### config.mk
export PLATFORM = sky130hd
export DESIGN_NAME = flash_sr_guard
export DESIGN_NICKNAME = d
export VERILOG_FILES = /design/src/rtl/flash_sr_pkg.sv /design/src/rtl/bp_zone_map.sv /design/src/rtl/prot_mode_fsm.sv /design/src/rtl/cmd_judge.sv /design/src/rtl/flash_sr_guard.sv
export SDC_FILE = /design/constraint.sdc
export NUM_CORES = 1
export LEC_CHECK = 0
export CAP_MARGIN = 5
export CORE_MARGIN = 4
export CORE_UTILIZATION = 35
export CTS_CLUSTER_SIZE = 40
export DETAILED_ROUTE_END_ITERATION = 6
export DONT_BUFFER_PORTS = 1
export SLEW_MARGIN = 10
export SYNTH_ARGS = -nofsm -noshare
export SYNTH_HDL_FRONTEND = slang
export SYNTH_HIERARCHICAL = 1
export SYNTH_SLANG_ARGS = --single-unit
### constraint.sdc
create_clock -name clk -period 3.8 [get_ports clk]
set_input_delay 0.95 -clock clk [delete_from_list [all_inputs] [get_ports clk]]
set_output_delay 0.95 -clock clk [all_outputs]
set_load 0.01 [all_outputs]
### src/rtl/flash_sr_pkg.sv
package flash_sr_pkg;

    typedef enum logic [2:0] {
        OP_LATCH_SET  = 3'd0,
        OP_LATCH_CLR  = 3'd1,
        OP_SR_WRITE   = 3'd2,
        OP_PROGRAM    = 3'd3,
        OP_SECT_ERASE = 3'd4,
        OP_BULK_ERASE = 3'd5,
        OP_PAGE_ERASE = 3'd6,
        OP_RESERVED   = 3'd7
    } op_e;

    typedef enum logic [1:0] {
        MODE_OPEN = 2'd0,
        MODE_SOFT = 2'd1,
        MODE_HARD = 2'd2
    } mode_e;

    localparam int BP_W        = 3;
    localparam int SR_LATCH    = 1;
    localparam int SR_BP_LO    = 2;
    localparam int SR_LOCK     = 7;

endpackage

### src/rtl/bp_zone_map.sv
module bp_zone_map #(
    parameter int SECT_BITS = 4
) (
    input  logic [flash_sr_pkg::BP_W-1:0] bp,
    input  logic [SECT_BITS-1:0]          sector,
    output logic                          zone_hit,
    output logic                          any_bp
);
    localparam int NSECT = 1 << SECT_BITS;
    localparam logic [flash_sr_pkg::BP_W-1:0] BP_ALL = '1;

    int guarded;

    always_comb begin
        if (bp == '0) begin
            guarded = 0;
        end else if (bp == BP_ALL) begin
            guarded = NSECT;
        end else begin
            guarded = 1 << bp;
            if (guarded > NSECT) begin
                guarded = NSECT;
            end
        end
    end

    // Guarded run always ends at the top sector.
    assign zone_hit = (guarded != 0) && (int'(sector) >= (NSECT - guarded));
    assign any_bp   = |bp;

endmodule

### src/rtl/prot_mode_fsm.sv
module prot_mode_fsm
    import flash_sr_pkg::*;
(
    input  logic clk,
    input  logic rst_n,
    input  logic wp_n,
    input  logic sr_commit,
    input  logic new_lock,
    output logic lock_bit,
    output logic sr_locked
);
    mode_e state, state_nx;

    // State register
    always_ff @(posedge clk) begin
        if (!rst_n) begin
            state <= MODE_OPEN;
        end else begin
            state <= state_nx;
        end
    end

    // Transitions: lock_set, pin_fall, pin_rise, lock_clear
    always_comb begin
        state_nx = state;
        unique case (state)
            MODE_OPEN: begin
                if (sr_commit && new_lock) begin
                    state_nx = wp_n ? MODE_SOFT : MODE_HARD;
                end
            end
            MODE_SOFT: begin
                if (sr_commit && !new_lock) begin
                    state_nx = MODE_OPEN;
                end else if (!wp_n) begin
                    state_nx = MODE_HARD;
                end
            end
            MODE_HARD: begin
                if (sr_commit && !new_lock) begin
                    state_nx = MODE_OPEN;
                end else if (wp_n) begin
                    state_nx = MODE_SOFT;
                end
            end
            default: state_nx = MODE_OPEN;
        endcase
    end

    // Outputs: lock bit and live refusal of status writes
    always_comb begin
        lock_bit  = (state != MODE_OPEN);
        sr_locked = lock_bit && !wp_n;
    end

    assert_hard_holds_R5: assert property (@(posedge clk) disable iff (!rst_n)
        (state == MODE_HARD && !wp_n) |=> (state == MODE_HARD));

    assert_hard_exit_R6: assert property (@(posedge clk) disable iff (!rst_n)
        (state == MODE_HARD && wp_n) |=> (state != MODE_HARD));

    assert_no_commit_locked_R5: assert property (@(posedge clk) disable iff (!rst_n)
        (lock_bit && !wp_n) |-> !sr_commit);

endmodule

### src/rtl/cmd_judge.sv
module cmd_judge
    import flash_sr_pkg::*;
(
    input  logic            clk,
    input  logic            rst_n,
    input  logic            cmd_valid,
    input  op_e             op,
    input  logic [BP_W-1:0] new_bp,
    input  logic            sr_locked,
    input  logic            zone_hit,
    input  logic            any_bp,
    output logic            latch,
    output logic [BP_W-1:0] bp,
    output logic            sr_commit,
    output logic            accept_q,
    output logic            reject_q
);
    logic allowed;
    logic take;

    always_comb begin
        allowed = 1'b0;
        unique case (op)
            OP_LATCH_SET, OP_LATCH_CLR:             allowed = 1'b1;
            OP_SR_WRITE:                            allowed = latch && !sr_locked;
            OP_PROGRAM, OP_SECT_ERASE,
            OP_PAGE_ERASE:                          allowed = latch && !zone_hit;
            OP_BULK_ERASE:                          allowed = latch && !any_bp;
            OP_RESERVED:                            allowed = 1'b0;
            default:                                allowed = 1'b0;
        endcase
    end

    assign take      = cmd_valid && allowed;
    assign sr_commit = take && (op == OP_SR_WRITE);

    always_ff @(posedge clk) begin
        if (!rst_n) begin
            latch    <= 1'b0;
            bp       <= '0;
            accept_q <= 1'b0;
            reject_q <= 1'b0;
        end else begin
            accept_q <= take;
            reject_q <= cmd_valid && !allowed;
            if (take) begin
                unique case (op)
                    OP_LATCH_SET: latch <= 1'b1;
                    OP_LATCH_CLR: latch <= 1'b0;
                    OP_SR_WRITE: begin
                        bp    <= new_bp;
                        latch <= 1'b0;
                    end
                    default:      latch <= 1'b0;
                endcase
            end
        end
    end

    assert_latch_set_R2: assert property (@(posedge clk) disable iff (!rst_n)
        (cmd_valid && op == OP_LATCH_SET) |=> latch);

    assert_reserved_rej_R12: assert property (@(posedge clk) disable iff (!rst_n)
        (cmd_valid && op == OP_RESERVED) |=> reject_q);

    assert_bulk_guard_R8: assert property (@(posedge clk) disable iff (!rst_n)
        (cmd_valid && op == OP_BULK_ERASE && any_bp) |=> !accept_q);

endmodule

### src/rtl/flash_sr_guard.sv
module flash_sr_guard
    import flash_sr_pkg::*;
#(
    parameter int ADDR_W    = 20,
    parameter int SECT_BITS = 4
) (
    input  logic              clk,
    input  logic              rst_n,
    input  logic              cmd_valid,
    input  logic [2:0]        cmd_op,
    input  logic [7:0]        cmd_data,
    input  logic [ADDR_W-1:0] cmd_addr,
    input  logic              wp_n,
    output logic [7:0]        status_byte,
    output logic              cmd_accept,
    output logic              cmd_reject
);
    op_e                  op_in;
    logic [SECT_BITS-1:0] sector;
    logic [BP_W-1:0]      bp;
    logic                 latch, lock_bit, sr_locked, sr_commit;
    logic                 zone_hit, any_bp;
    logic                 unused_bits;

    assign op_in       = op_e'(cmd_op);
    assign sector      = cmd_addr[ADDR_W-1 -: SECT_BITS];
    assign unused_bits = ^{cmd_addr[ADDR_W-SECT_BITS-1:0], cmd_data[6:5], cmd_data[1:0]};

    bp_zone_map #(.SECT_BITS(SECT_BITS)) u_zone (
        .bp       (bp),
        .sector   (sector),
        .zone_hit (zone_hit),
        .any_bp   (any_bp)
    );

    prot_mode_fsm u_mode (
        .clk       (clk),
        .rst_n     (rst_n),
        .wp_n      (wp_n),
        .sr_commit (sr_commit),
        .new_lock  (cmd_data[SR_LOCK]),
        .lock_bit  (lock_bit),
        .sr_locked (sr_locked)
    );

    cmd_judge u_judge (
        .clk       (clk),
        .rst_n     (rst_n),
        .cmd_valid (cmd_valid),
        .op        (op_in),
        .new_bp    (cmd_data[SR_BP_LO +: BP_W]),
        .sr_locked (sr_locked),
        .zone_hit  (zone_hit),
        .any_bp    (any_bp),
        .latch     (latch),
        .bp        (bp),
        .sr_commit (sr_commit),
        .accept_q  (cmd_accept),
        .reject_q  (cmd_reject)
    );

    assign status_byte = {lock_bit, 2'b00, bp, latch, 1'b0};

    assert_one_reply_R11: assert property (@(posedge clk) disable iff (!rst_n)
        !(cmd_accept && cmd_reject));

    assert_reply_due_R11: assert property (@(posedge clk) disable iff (!rst_n)
        cmd_valid |=> (cmd_accept || cmd_reject));

    assert_no_spurious_R11: assert property (@(posedge clk) disable iff (!rst_n)
        !cmd_valid |=> !(cmd_accept || cmd_reject));

    assert_reject_keeps_R10: assert property (@(posedge clk) disable iff (!rst_n)
        cmd_reject |-> $stable(status_byte));

    assert_locked_fields_R5: assert property (@(posedge clk) disable iff (!rst_n)
        (!wp_n && status_byte[SR_LOCK]) |=> $stable(status_byte[7:2]));

endmodule

Word level (Yosys, flattened, before mapping)
Index checks and enable logic that the tools add are counted.
- input bits: 35
- register bits after elaboration: 8
- output and inout port bits: 10
- word-level logic and storage cells: 60
- shifts and indexed selects: 1
- reductions and logical operators: 26
- equal/unequal tests: 13
- $lt $le $gt $ge: 2
- muxes and demuxes: 12
- add/sub/neg operators: 1
- operators by type and width (cell ; number):
    $mux 32 ; 3
    $ge 5x32->1 ; 1
    $gt 32x6->1 const B ; 1
    $reduce_bool 32->1 ; 1
    $shl 1x3->32 const A ; 1
    $sub 6x32->32 const A ; 1
    $eq 3x3->1 const B ; 5
    $mux 2 ; 6
    $logic_and 1x1->1 ; 10
    $eq 3x2->1 const B ; 2
    $logic_not 1->1 ; 6
    $logic_not 3->1 ; 2
    $ne 3x2->1 const B ; 2
    $pmux 2 s3 ; 1
    $reduce_or 3->1 ; 2
    $pmux 1 s5 ; 1
    $eq 3x1->1 const B ; 1
    $reduce_and 3->1 ; 1
    $eq 2x1->1 const B ; 1
    $eq 2x2->1 const B ; 1
    $logic_not 2->1 ; 1
    $ne 2x1->1 const B ; 1
    $reduce_and 2->1 ; 1
    $reduce_bool 2->1 ; 1
    2 further kinds ; 2

Depth between registers and ports, before layout
- depth in word-level cells: 16
- mapped depth: 12
- gate-level depth less buffers: 12

Cells and area by module
The synthesis kept the hierarchy.
- by module, submodules not included (module ; seq. area each (µm²) ; area an instance (µm²) ; cells each ; instances):
    cmd_judge ; 120.1 ; 310.3 ; 36 ; 1
    bp_zone_map ; 0.0 ; 177.7 ; 26 ; 1
    prot_mode_fsm ; 40.0 ; 95.1 ; 10 ; 1
    flash_sr_guard ; 0.0 ; 41.3 ; 6 ; 1

Least setup slack after synthesis
No wires, ideal clock.
- kind: input to register
- start point: input cmd_addr[18]
- end point: register u_judge.latch
- data required time: 3.734 ns
- path buffers: 0
- slack: 1.592 ns
- stages: 8
- arrival: 2.142 ns
- library setup time: 0.066 ns
- path through: ha_1 > nand2_1 > o21ai_1 > nand3_1 > a32oi_1 > nor2_1 > o32a_1 > a21oi_2
- word-level cells in the longest chain between the ends: 6
- ends and longest elaborated chain (what ; RTL line ; text):
    start: declaration ; flash_sr_guard.sv:12 ; input logic [ADDR_W-1:0] cmd_addr,
    $ge 5x32->1 ; bp_zone_map.sv:28 ; assign zone_hit = (guarded != 0) && (int'(sector) >= (NSECT - guarded));
    $logic_and 1x1->1 ; bp_zone_map.sv:28 ;
    named net zone_hit ; flash_sr_guard.sv:22 ; logic zone_hit, any_bp;
    $logic_not 1->1 ; cmd_judge.sv:27 ; OP_PAGE_ERASE: allowed = latch && !zone_hit;
    $logic_and 1x1->1 ; cmd_judge.sv:27 ;
    $pmux 1 s5 ; cmd_judge.sv:23 ; unique case (op)
    $logic_and 1x1->1 ; cmd_judge.sv:34 ; assign take = cmd_valid && allowed;
    end signal: assignment ; cmd_judge.sv:39 ; latch <= 1'b0;
    end signal: assignment ; cmd_judge.sv:48 ; OP_LATCH_SET: latch <= 1'b1;
    end signal: assignment ; cmd_judge.sv:49 ; OP_LATCH_CLR: latch <= 1'b0;
    end: declaration ; cmd_judge.sv:12 ; output logic latch,
The timed path passes the listed nets, and every way through them passes these cells.
A chain may end at the register's enable or synchronous reset.

Worst setup path after layout
- start point: register u_judge.bp[1]
- end point: register u_judge.reject_q
- word-level cells in the longest chain between the ends: 13
- elaborated cells between the ends (all ways): 19
- classes of those cells: add/sub: 1; order compare: 2; eq/ne: 1; shift: 1; mux: 4; reduce/logical: 10
- ends and longest elaborated chain (what ; RTL line ; text):
    start: declaration ; cmd_judge.sv:13 ; output logic [BP_W-1:0] bp,
    start signal: assignment ; cmd_judge.sv:51 ; bp <= new_bp;
    $shl 1x3->32 ; bp_zone_map.sv:20 ; guarded = 1 << bp;
    $gt 32x6->1 ; bp_zone_map.sv:21 ; if (guarded > NSECT) begin
    $mux 32 ; bp_zone_map.sv:21 ;
    $mux 32 ; bp_zone_map.sv:17 ; end else if (bp == BP_ALL) begin
    $mux 32 (*) ; bp_zone_map.sv:15 ; if (bp == '0) begin
    $sub 6x32->32 ; bp_zone_map.sv:28 ;
    $ge 5x32->1 ; bp_zone_map.sv:28 ;
    $logic_and 1x1->1 (*) ; bp_zone_map.sv:28 ;
    named net zone_hit ; flash_sr_guard.sv:22 ;
    $logic_not 1->1 (*) ; cmd_judge.sv:27 ;
    $logic_and 1x1->1 (*) ; cmd_judge.sv:27 ;
    $pmux 1 s5 (*) ; cmd_judge.sv:23 ;
    $logic_not 1->1 (*) ; cmd_judge.sv:45 ; reject_q <= cmd_valid && !allowed;
    $logic_and 1x1->1 (*) ; cmd_judge.sv:45 ;
    end signal: assignment ; cmd_judge.sv:45 ;
    end: declaration ; cmd_judge.sv:16 ; output logic reject_q
Mark *: on every way through the listed nets, which the timed path passes. The rest lies on a longest branch.

==> impl_metrics.xml <==
<?xml version="1.0" encoding="UTF-8"?>
<metrics>
  <group name="sta">
    <metric name="final-setup-viol-count" unit="">0</metric>
    <metric name="finalSetupTns" unit="ns">0</metric>
    <metric name="period_minus_slack" unit="ns">2.45</metric>
    <metric name="final.period_utilization" unit="%">64.3</metric>
    <metric name="finClkSkew" unit="ns">0.00384</metric>
    <metric name="max_slew_violations" unit="">0</metric>
    <metric name="report.final.hold_viol_count" unit="">0</metric>
    <metric name="max_freq" unit="MHz">409</metric>
    <metric name="setup_repair_after_global_routing_missed_its_margin" unit="">no</metric>
  </group>
  <group name="yosys">
    <metric name="syn-cell-area" unit="um2">624</metric>
    <metric name="synthDistinctLibCells" unit="">29</metric>
    <metric name="total_of_warnings_raised_by_yosys" unit="">6</metric>
    <metric name="synth_area_leaders" unit="">dfxtp_1 (26%), ha_1 (12%), buf_4 (6.0%)</metric>
    <metric name="synthesis.area_per_instance" unit="um2">8.00</metric>
    <metric name="synth.most_common_cell" unit="">dfxtp_1</metric>
    <metric name="synth_top_area_share" unit="%">25.7</metric>
    <metric name="asyncSetResetFlopFracSynth" unit="%">0</metric>
    <metric name="synth_sequential_area_ratio" unit="%">25.7</metric>
    <metric name="netlist.top_cell.by_area" unit="">dfxtp_1</metric>
    <metric name="ys_ff_latch" unit="">8</metric>
    <metric name="syn-instance-count" unit="">78</metric>
    <metric name="synth_common_cells" unit="">dfxtp_1 (8), nand2_1 (7), ha_1 (6)</metric>
    <metric name="synth_edf_count" unit="">0</metric>
    <metric name="ys_dominant_reg_cell" unit="">dfxtp_1</metric>
  </group>
  <group name="worst_hold_path">
    <metric name="hold_path_depth" unit="">1</metric>
    <metric name="hp-start" unit="">u_mode/state[0]</metric>
    <metric name="hold_path_class" unit="">flip-flop to flip-flop</metric>
  </group>
  <group name="power">
    <metric name="power.share.switching" unit="%">23.1</metric>
    <metric name="p_int" unit="W">0.000133</metric>
    <metric name="power.share.sequential" unit="%">50.5</metric>
    <metric name="power_frac_clock" unit="%">35.3</metric>
    <metric name="pwr-share-comb" unit="%">14.2</metric>
    <metric name="net-switching-power" unit="W">0.0000399</metric>
    <metric name="ir_worst_vdd" unit="mV">0.158</metric>
    <metric name="power-per-cell-area" unit="nW/um2">264</metric>
    <metric name="static-leakage-power" unit="nW">0.275</metric>
  </group>
  <group name="die">
    <metric name="initial_utilization" unit="%">39.2</metric>
    <metric name="floorplan.io_pins" unit="">45</metric>
    <metric name="rows" unit="">14</metric>
    <metric name="floorplan.die.width" unit="um">50.2</metric>
    <metric name="placeableCoreArea" unit="um2">1590</metric>
    <metric name="floorplan.die.height" unit="um">50.2</metric>
    <metric name="die_area" unit="um2">2520</metric>
  </group>
  <group name="clock_tree">
    <metric name="clkSinkCount" unit="">8</metric>
    <metric name="cts-htree-levels" unit="">1</metric>
    <metric name="cts-buffers-inserted" unit="">3</metric>
    <metric name="cts-hold-fix-buffers" unit="">0</metric>
    <metric name="cts_root_cell" unit="">clkbuf_4</metric>
    <metric name="clk-insertion-delay-late" unit="ns">0.24</metric>
    <metric name="tritoncts" unit="">built</metric>
    <metric name="cts_resized" unit="">0</metric>
    <metric name="clock_tree.buffer_depth" unit="">2</metric>
    <metric name="cts_setup_buffers" unit="">0</metric>
    <metric name="cts_clock_pin_slew_for_the_worst_setup_and_hold_paths" unit="ns">0.05</metric>
  </group>
  <group name="routing">
    <metric name="post_drt_wl_per_cell" unit="um">11.3</metric>
    <metric name="routed_wirelength" unit="um">1170</metric>
    <metric name="via_total_after_detailed_routing" unit="">505</metric>
    <metric name="drc" unit="">0</metric>
    <metric name="via_per_inst" unit="">4.86</metric>
    <metric name="antenna_violating_nets_post_route" unit="">0</metric>
    <metric name="drt_pass1_iterations" unit="">4</metric>
    <metric name="drtIter0Drc" unit="">18</metric>
  </group>
  <group name="setup_path">
    <metric name="criticalPathCategory" unit="">flip-flop to flip-flop</metric>
    <metric name="critical_path_arrival" unit="ns">2.63</metric>
    <metric name="worstSetupStartpointType" unit="">flip-flop</metric>
    <metric name="worstPathMaxFanout" unit="">6</metric>
    <metric name="critical_path_capture_point_type" unit="">flip-flop</metric>
    <metric name="worst_r2r_path_depth" unit="">12</metric>
    <metric name="cp-startpoint" unit="">u_judge/bp[1]</metric>
    <metric name="critical_path.reg2reg.startpoint" unit="">u_judge/bp[1]</metric>
    <metric name="worst-endpoint-required" unit="ns">3.99</metric>
  </group>
  <group name="global_route">
    <metric name="gr-usage-met1" unit="%">11.4</metric>
    <metric name="gr_peak_layer" unit="">met2</metric>
    <metric name="pin_count_of_the_biggest_net_entering_global_routing" unit="">8</metric>
    <metric name="use_met2" unit="%">15.9</metric>
    <metric name="antenna_found_initial" unit="">0</metric>
    <metric name="number_of_global_route_vias_before_repair" unit="">476</metric>
    <metric name="grt_pass1_wl" unit="um">1930</metric>
    <metric name="groute.layer.met3.usage" unit="%">6.51</metric>
    <metric name="track_usage" unit="%">10.1</metric>
    <metric name="grt_total_ovfl" unit="">0</metric>
  </group>
  <group name="placement">
    <metric name="port-buffer-count" unit="">0</metric>
    <metric name="place.detailed.instances" unit="">101</metric>
    <metric name="dpl-instance-area" unit="um2">632</metric>
    <metric name="detailed_place_hpwl" unit="um">1020</metric>
    <metric name="gpl.final_weighted_congestion" unit="">0.723</metric>
  </group>
  <group name="run">
    <metric name="max_cap_violations" unit="">0</metric>
  </group>
  <group name="final_layout">
    <metric name="num-nets-final" unit="">123</metric>
    <metric name="stdcell_area" unit="um2">654</metric>
    <metric name="diodes" unit="">0</metric>
    <metric name="final_layout_size_suffix_gt1_share" unit="%">8.75</metric>
    <metric name="non_filler_instance_count_after_layout" unit="">104</metric>
    <metric name="utilization" unit="%">41.1</metric>
    <metric name="area_growth_syn_to_layout" unit="%">4.81</metric>
  </group>
  <group name="outcome">
    <metric name="outcome" unit="">completed</metric>
  </group>
</metrics>
-- through the flow --
stage	power [W]	hold slack (ns)	setup slack, ns
after floorplan	0.000113	0.453	1.59
after global placement	0.000113	0.473	1.38
after detailed placement	0.000113	0.483	1.35
after CTS	0.000177	0.492	1.33
after global routing	0.000187	0.516	1.12
final	0.000173	0.490	1.35
-- kinds of logic after synthesis --
kind of cell	share of synthesized area, %
muxes	3.21
and+or+nand+nor	27.3
AOI/OAI and AO/OA	19.6
other	1.80
DFF	25.7
adders and majority gates	12.0
xor gates and xnor gates	1.40
buffers and inverters	9.02
-- sequential cells by signal (all words and copies together) (netlist names) --
register,count
u_judge/bp,3
u_mode/state,2
u_judge/accept_q,1
u_judge/latch,1
u_judge/reject_q,1
-- metal layers --
| layer | routed length [um] | part of all wire, % |
|---|---|---|
| met5 | 0 | 0 |
| met1 | 531 | 45 |
| met3 | 133 | 11 |
| met2 | 509 | 43 |
| met4 | 0 | 0 |
-- final cells by class --
class	instances	area [um2]
Inverter	5	18.8
Tap cell	24	30.0
Sequential cell	8	160
Multi-Input combinational cell	64	423
Clock buffer	3	22.5
Fill cell	169	940
-- layout by cell type, fill, tap and decap left out, types with 3 or more instances in the layout --
cell,n
dfxtp_1,8
conb_1,7
nand2_1,7
ha_1,6
nor2_1,5
inv_1,5
a21oi_1,5
nand3_1,4
clkbuf_4,3
o21ai_0,3
nor2b_1,3
-- worst max-delay path: stages, from the launching register on --
cell	delay, ns
dfxtp_1	0.38
nor2_1	0.16
nand2_1	0.08
ha_1	0.23
xnor2_1	0.14
ha_1	0.29
nand2_1	0.05
o21ai_1	0.12
nand3_1	0.08
a32oi_1	0.27
mux2i_1	0.15
a31oi_1	0.24
and3b_1	0.18
-- power by group through the flow --
stage          combinational (W)  clock (W)  sequential [W]
6_report               0.0000245  0.0000610       0.0000873
5_1_grt                0.0000283  0.0000718       0.0000874
4_1_cts                0.0000244  0.0000651       0.0000873
3_5_place_dp           0.0000244          0       0.0000890
3_3_place_gp           0.0000236          0       0.0000890
2_1_floorplan          0.0000243          0       0.0000885
-- final timing paths --
kind,slack [ns],endpoint
worst max register to register,1.35,u_judge/reject_q
worst max-delay path,1.35,u_judge/reject_q
worst min register to register,0.49,u_mode/state[0]
worst min-delay path,0.49,u_mode/state[0]
Power figures use the tool's default switching activity.
